**src/rtl/tick_cmp_pkg.sv**
```systemverilog
package tick_cmp_pkg;
    // register select encoding on the write and read ports
    typedef enum logic {
        SEL_COUNT = 1'b0,
        SEL_LIMIT = 1'b1
    } tick_sel_e;

    // remove the control bit from a register word
    function automatic logic [63:0] strip_ctrl(input logic [63:0] val,
                                               input logic [63:0] mask);
        return val & ~mask;
    endfunction
endpackage

```
**src/rtl/tick_counter.sv**
```systemverilog
module tick_counter #(
    parameter int W        = 64,
    parameter int CTRL_BIT = 63
) (
    input  logic         clk,
    input  logic         rst_n,
    input  logic         tick_en,
    input  logic         load,
    input  logic [W-1:0] load_val,
    output logic [W-1:0] cnt_q
);
    localparam logic [W-1:0] CTRL_MASK = W'(1) << CTRL_BIT;

    typedef struct packed {
        logic [W-1:0] cnt;
    } cnt_st_t;

    cnt_st_t st_d, st_q;

    always_comb begin
        st_d = st_q;
        if (load) begin
            st_d.cnt = load_val & ~CTRL_MASK;
        end else if (tick_en) begin
            st_d.cnt = (st_q.cnt + W'(1)) & ~CTRL_MASK;
        end
    end

    always_ff @(posedge clk) begin
        if (!rst_n) begin
            st_q <= '0;
        end else begin
            st_q <= st_d;
        end
    end

    assign cnt_q = st_q.cnt;

    AST_CNT_HOLD: assert property (@(posedge clk) disable iff (!rst_n)
        (!tick_en && !load) |=> $stable(cnt_q));

    AST_CNT_LOAD_WINS: assert property (@(posedge clk) disable iff (!rst_n)
        (load && tick_en) |=> (cnt_q == ($past(load_val) & ~CTRL_MASK)));
endmodule

```
**src/rtl/tick_flag.sv**
```systemverilog
module tick_flag (
    input  logic clk,
    input  logic rst_n,
    input  logic wr_any,
    input  logic wr_bit,
    output logic dis_q
);
    typedef struct packed {
        logic dis;
    } flag_st_t;

    flag_st_t st_d, st_q;

    always_comb begin
        st_d = st_q;
        if (wr_any) begin
            st_d.dis = wr_bit;
        end
    end

    always_ff @(posedge clk) begin
        if (!rst_n) begin
            st_q <= '{dis: 1'b1};
        end else begin
            st_q <= st_d;
        end
    end

    assign dis_q = st_q.dis;

    AST_FLAG_KEEP: assert property (@(posedge clk) disable iff (!rst_n)
        !wr_any |=> $stable(dis_q));
endmodule

```
**src/rtl/tick_compare.sv**
```systemverilog
module tick_compare #(
    parameter int W        = 64,
    parameter int CTRL_BIT = 63
) (
    input  logic         clk,
    input  logic         rst_n,
    input  logic         lim_wr,
    input  logic [W-1:0] wr_data,
    input  logic [W-1:0] cnt,
    input  logic         dis,
    output logic [W-1:0] lim_q,
    output logic         hit
);
    localparam logic [W-1:0] CTRL_MASK = W'(1) << CTRL_BIT;

    typedef struct packed {
        logic [W-1:0] lim;
        logic         armed;
    } cmp_st_t;

    cmp_st_t      st_d, st_q;
    logic [W-1:0] new_lim;

    assign new_lim = wr_data & ~CTRL_MASK;
    // a write in progress suppresses the compare so it sees settled state
    assign hit     = st_q.armed && !dis && !lim_wr && (cnt == st_q.lim);

    always_comb begin
        st_d = st_q;
        if (lim_wr) begin
            st_d.lim   = new_lim;
            st_d.armed = (new_lim != '0) && !wr_data[CTRL_BIT];
        end else if (hit) begin
            st_d.armed = 1'b0;
        end
    end

    always_ff @(posedge clk) begin
        if (!rst_n) begin
            st_q <= '0;
        end else begin
            st_q <= st_d;
        end
    end

    assign lim_q = st_q.lim;

    AST_ZERO_LIMIT_UNARMED: assert property (@(posedge clk) disable iff (!rst_n)
        (lim_wr && (new_lim == '0)) |=> !hit);

    AST_ONE_SHOT: assert property (@(posedge clk) disable iff (!rst_n)
        hit |=> !hit);
endmodule

```
**src/rtl/tick_softint.sv**
```systemverilog
module tick_softint (
    input  logic clk,
    input  logic rst_n,
    input  logic hit,
    input  logic clr,
    output logic pulse_q,
    output logic sint_q
);
    typedef struct packed {
        logic pulse;
        logic sint;
    } si_st_t;

    si_st_t st_d, st_q;

    always_comb begin
        st_d.pulse = hit;
        st_d.sint  = hit | (st_q.sint & ~clr);
    end

    always_ff @(posedge clk) begin
        if (!rst_n) begin
            st_q <= '0;
        end else begin
            st_q <= st_d;
        end
    end

    assign pulse_q = st_q.pulse;
    assign sint_q  = st_q.sint;

    AST_SINT_HOLD: assert property (@(posedge clk) disable iff (!rst_n)
        (sint_q && !clr) |=> sint_q);

    AST_PULSE_SETS_SINT: assert property (@(posedge clk) disable iff (!rst_n)
        pulse_q |-> sint_q);
endmodule

```
**src/rtl/tick_cmp_top.sv**
```systemverilog
module tick_cmp_top #(
    parameter int W        = 64,
    parameter int CTRL_BIT = 63
) (
    input  logic         clk,
    input  logic         rst_n,
    input  logic         tick_en,
    input  logic         wr_en,
    input  logic         wr_sel,
    input  logic [W-1:0] wr_data,
    input  logic         rd_sel,
    output logic [W-1:0] rd_data,
    input  logic         sint_clr,
    output logic         match_pulse,
    output logic         sint_out
);
    import tick_cmp_pkg::*;

    localparam logic [W-1:0] CTRL_MASK = W'(1) << CTRL_BIT;

    logic         wr_cnt, wr_lim;
    logic [W-1:0] cnt_q, lim_q;
    logic         dis_q, hit;

    assign wr_cnt = wr_en && (tick_sel_e'(wr_sel) == SEL_COUNT);
    assign wr_lim = wr_en && (tick_sel_e'(wr_sel) == SEL_LIMIT);

    tick_counter #(.W(W), .CTRL_BIT(CTRL_BIT)) u_cnt (
        .clk      (clk),
        .rst_n    (rst_n),
        .tick_en  (tick_en),
        .load     (wr_cnt),
        .load_val (wr_data),
        .cnt_q    (cnt_q)
    );

    tick_flag u_flag (
        .clk    (clk),
        .rst_n  (rst_n),
        .wr_any (wr_en),
        .wr_bit (wr_data[CTRL_BIT]),
        .dis_q  (dis_q)
    );

    tick_compare #(.W(W), .CTRL_BIT(CTRL_BIT)) u_cmp (
        .clk     (clk),
        .rst_n   (rst_n),
        .lim_wr  (wr_lim),
        .wr_data (wr_data),
        .cnt     (cnt_q),
        .dis     (dis_q),
        .lim_q   (lim_q),
        .hit     (hit)
    );

    tick_softint u_si (
        .clk     (clk),
        .rst_n   (rst_n),
        .hit     (hit),
        .clr     (sint_clr),
        .pulse_q (match_pulse),
        .sint_q  (sint_out)
    );

    always_comb begin
        if (tick_sel_e'(rd_sel) == SEL_LIMIT) begin
            rd_data = lim_q;
        end else begin
            rd_data = cnt_q;
        end
        if (dis_q) begin
            rd_data = rd_data | CTRL_MASK;
        end
    end

    AST_NO_MATCH_DISABLED: assert property (@(posedge clk) disable iff (!rst_n)
        dis_q |=> !match_pulse);

    AST_PULSE_SINGLE: assert property (@(posedge clk) disable iff (!rst_n)
        match_pulse |=> !match_pulse);
endmodule

```
**config.mk**
```make
export PLATFORM = sky130hd
export DESIGN_NAME = tick_cmp_top
export DESIGN_NICKNAME = d
export VERILOG_FILES = /design/src/rtl/tick_cmp_pkg.sv /design/src/rtl/tick_counter.sv /design/src/rtl/tick_flag.sv /design/src/rtl/tick_compare.sv /design/src/rtl/tick_softint.sv /design/src/rtl/tick_cmp_top.sv
export SDC_FILE = /design/constraint.sdc
export NUM_CORES = 1
export LEC_CHECK = 0
export BUFFER_PORTS_ARGS = -buffer_cell sky130_fd_sc_hd__buf_2
export CAP_MARGIN = 20
export CORE_UTILIZATION = 35
export CTS_BUF_LIST = sky130_fd_sc_hd__clkbuf_4 sky130_fd_sc_hd__clkbuf_8
export DETAILED_ROUTE_END_ITERATION = 10
export GPL_TIMING_DRIVEN = 0
export REMOVE_ABC_BUFFERS = 1
export SETUP_SLACK_MARGIN = 0.2
export SYNTH_ARGS = -nofsm -noshare
export SYNTH_HDL_FRONTEND = slang
export SYNTH_HIERARCHICAL = 1
export SYNTH_SLANG_ARGS = --single-unit
```
**constraint.sdc**
```tcl
create_clock -name clk -period 2.9 [get_ports clk]
set_clock_uncertainty 0.05 [all_clocks]
set_input_delay 0.87 -clock clk [delete_from_list [all_inputs] [get_ports clk]]
set_output_delay 0.87 -clock clk [all_outputs]
set_load 0.03 [all_outputs]
```
# Word level (Yosys, flattened, before mapping)
# Index checks and enable logic that the tools add are counted.
# word_totals
ff_bits,130
input_bits,71
elab_cells,30
out_inout_bits,66
# op_classes
eq_ne,1
n_reduce_logical,12
n_mux,6
n_bitwise,4
addsub,1
# ops
op,n
$mux W63,3
$mux W64,1
$reduce_bool A64 Y1,1
$add A63 B1 Y63 const B,1
$eq A63 B63 Y1,1
$logic_and A1 B1 Y1,6
$reduce_bool A2 Y1,2
$logic_not A1 Y1,3
$mux W1,2
$not A1 Y1,2
$and A1 B1 Y1,1
$or A1 B1 Y1,1

# Longest topological paths before layout
# logic_depth
ltp_word,6
ltp_mapped,8
mapped_depth_nobuf,6

# Hierarchy
# Netlist, hierarchy kept.
# modules_own_cells
mod,instances,seq_area_each_um2,area_each_um2,cells_per_inst
tick_counter,1,1261.2,3897.5,500
tick_compare,1,1281.2,3722.3,385
tick_cmp_top,1,0.0,993.5,74
tick_softint,1,40.0,67.6,5
tick_flag,1,20.0,33.8,3

# Least setup slack after synthesis
# Ideal clock, no wire load.
# synth_path
path_kind,reg2reg
from,register u_cnt.st_q (netlist bit u_cnt/cnt_q[2])
to,register u_cnt.st_q (netlist bit u_cnt/cnt_q[60])
synth_period_minus_slack_ns,2.564
path_stages_with_launch,8
path_buffers,2
arrival_time_ns,2.440
slack_ns,0.336
setup_ns,0.074
required_time_ns,2.776
path_cell_list,dfxtp_1 nand4_4 or4_4 buf_6 or4_1 buf_2 or4_1 a31oi_1
# synth_via
elab_chain_len,3
# synth_lines
element,line_no,text
"start, declared",tick_counter.sv:18,"cnt_st_t st_d, st_q;"
"start signal, assigned",tick_counter.sv:33,st_q <= st_d;
$add A63 B1 Y63,tick_counter.sv:25,st_d.cnt = (st_q.cnt + W'(1)) & ~CTRL_MASK;
$mux W63,tick_counter.sv:24,end else if (tick_en) begin
$mux W63,tick_counter.sv:22,if (load) begin
# No other way between the ends. The select of a mux whose other input is x is not followed.
# A chain may end at the register's enable or synchronous reset.

# Worst setup path after layout
# layout_path
from,register u_cnt.st_q (netlist bit u_cnt/cnt_q[11])
to,register u_cnt.st_q (netlist bit u_cnt/cnt_q[60])
# Same word-level chain as after synthesis.

==> run_results.csv <==
group,metric,value,unit
outcome,outcome,"complete, no violations",
route,vias_per_cell,5.50,
setup_path,required,3.24,ns
logic_synthesis,synth-async-reset-ratio,0,%
timing,fin_crit,2.66,ns
route,dr_wl_met2,12200,um
min_path,min_path_cells,2,
timing,relSlewSlack,42.7,%
setup_path,start_kind,"flip-flop",
cts,clk_path_buf_depth,2,
global_route,overflow,0,
logic_synthesis,yosys_warnings,6,
timing,hold_viol,0,
route,routedLengthMet1,12500,um
global_route,grt_pass1_vias,6913,
route,vias,7413,
setup_path,path_class,"reg2reg",
global_route,antenna_found_initial,0,
logic_synthesis,syn-instance-count,967,
placed_design,pre_cts_ws,-0.290,ns
logic_synthesis,syn_area,8710,um^2
layout,fillers,2499,
logic_synthesis,synth.distinct_cells,61,
logic_synthesis,synth_area_per_cell,9.01,um^2
placed_design,dp_hpwl,19800,um
die,fp-row-count,57,
die,ioPinCount,137,
logic_synthesis,seq_area_frac_synth,29.9,%
layout,area_growth,12.0,%
timing,worstMarginPinSlew,0.852,ns
die,die_h,160,um
timing,fmax,376,MHz
layout,layout_commonest_cell,"buf_2",
global_route,grt_start_max_net_pins,88,
global_route,grt_pass1_wl,41700,um
route,wl_per_cell,20.6,um
placed_design,io_buffers,136,
timing,slew_violations,0,
setup_path,endpoint_kind,"flip-flop",
timing,setup_viol,0,
cts,clkTransAtPathRegs,0.07,ns
die,dieWidth,160,um
cts,cts_buffers,17,
setup_path,critPathLaunch,"u_cnt/cnt_q[11]",
cts,insertion_delay,0.46,ns
cts,clockRootBuffer,"clkbuf_8",
layout,nets,1085,
power_and_ir_drop,p_per_area,455,nW/um^2
placed_design,place_congestion,0.852,
timing,rsz0062_at_grt,"true",
power_and_ir_drop,leakage,0.00391,uW
route,drc,0,
route,drt_iter0_drc,797,
setup_path,crit_arrival,3.00,ns
route,highest_layer,"met4",
layout,fin_cells,1348,
timing,finalCritPeriodShare,91.8,%
die,die_area,25500,um^2
layout,diodes,0,
layout,final_area,9760,um^2
min_path,min_from,"u_cmp/st_q[0]",
die,coreArea,24400,um^2
setup_path,rr_startpoint,"u_cnt/cnt_q[11]",
die,start_util,35.7,%
route,dr.pass1.iters,6,
route,drtAntennaViolNets,0,
route,met3_length,2140,um
placed_design,post_dp_cell_area,9170,um^2
logic_synthesis,synth_edf_count,0,
run,timing.max_cap.violations,0,
layout,multiInputGateArea,5310,um^2
timing,finalWorstSetupSlack,0.238,ns
setup_path,rr_worst_depth,6,
layout,final_layout_size_suffix_gt1_share,27.2,%
cts,clock_sinks,130,
route,routed_wl,27700,um
layout,regArea,2620,um^2
logic_synthesis,yosys_register_bits,130,
timing,hold_slack,0.464,ns
layout,layout_common_cells,"134 x buf_2, 122 x dfxtp_1, 67 x nor2b_1, 67 x mux2i_1",
placed_design,place_inst,1306,
cts,cts_tree,"done",
min_path,hold_class,"reg2reg",
setup_path,cp_max_fo,8,
logic_synthesis,synth_flop_cell,"dfxtp_1",
power_and_ir_drop,ir_drop,0.244,mV
global_route,track_usage,21.5,%
cts,htreeDepth,4,
## cells by family (layout without fill, tap and decap cells)
family	after synthesis	count (layout)	share of synthesized area [%]
AO/OA/AOI/OAI	130	130	9.88
buffers and inverters	142	199	9.66
multiplexers	131	131	18.1
flip-flops	130	130	29.9
AND/OR/NAND/NOR	344	344	23.5
adder cells (fa/ha/maj)	1	1	0.144
XOR/XNOR	87	87	8.74
other	2	2	0.0862
## registers in the layout (all words and copies together), names as in the netlist
| signal | count |
|---|---|
| u_cmp/lim_q | 63 |
| u_si/sint_q | 1 |
| u_flag/dis_q | 1 |
| u_cmp/st_q | 1 |
| u_cnt/cnt_q | 63 |
| u_si/pulse_q | 1 |
## synth_stat cells (13+ instances only)
master / number / area share [%]
clkbuf_1: 43 / 1.9
dfxtp_1: 130 / 30
nor4_1: 41 / 2.9
a31oi_1: 16 / 1.1
o21ai_0: 49 / 2.8
nor3_1: 13 / 0.75
nand4_1: 41 / 2.9
mux2i_1: 67 / 7.7
a21oi_1: 14 / 0.80
or4_1: 17 / 1.5
nor2_1: 15 / 0.65
o211a_1: 16 / 1.8
inv_1: 15 / 0.65
nand3_1: 36 / 2.1
nor2b_1: 68 / 4.9
xnor2_1: 49 / 4.9
buf_4: 65 / 5.6
xor2_1: 38 / 3.8
mux2_4: 49 / 8.4
nand2_1: 47 / 2.0
mux2_2: 15 / 1.9
and4_1: 14 / 1.4
## report_power, final
part	switching, uW	internal (uW)
Sequential	161	1890
Combinational	527	402
Clock	722	741
## area by class of cell
class,count,share of cell area (%)
Inverter,15,0.577
Clock inverter,7,0.615
Timing Repair Buffer,154,10.5
Multi-Input combinational cell,695,54.4
Sequential cell,130,26.8
Tap cell,324,4.15
Clock buffer,23,2.99
## final timing paths
kind | end | slack, ns
setup / recovery | u_cnt/cnt_q[60] | 0.24
hold / removal | u_cmp/st_q[0] | 0.46
setup reg to reg | u_cnt/cnt_q[60] | 0.24
hold reg to reg | u_cmp/st_q[0] | 0.46
## layer usage
metal / up-vias / global-route usage, %
li1: 3545 / -
met1: 3505 / 29.3
met2: 313 / 32.7
met3: 50 / 4.88
met4: 0 / 8.70
met5: - / 0
## worst max-delay path: stages (launching register included)
cell,delay [ns]
dfxtp_2,0.40
nand4_1,0.23
buf_4,0.21
or4_4,0.47
or4_4,0.52
or4_1,0.52
a31oi_1,0.17
## what timing repair did
action / CTS / global route
hold buffers: 0 / 0
gates resized for setup: 12 / 11
setup buffers: 2 / 6
setup endpoints to repair: 80 / 46
cloned: 3 / 1
pin swaps: 1 / 1
## stage by stage
step / power [uW] / utilization [%] / TNS [ns]
finish: 4440 / 40.0 / 0
global placement: 2980 / 37.0 / -453.01
detailed placement: 2980 / 37.6 / -12.54
global route: 4640 / 40.0 / 0
floorplan: 2600 / - / -130.46
CTS: 4460 / 39.6 / 0
No activity file was read; power rests on OpenSTA's default activity.
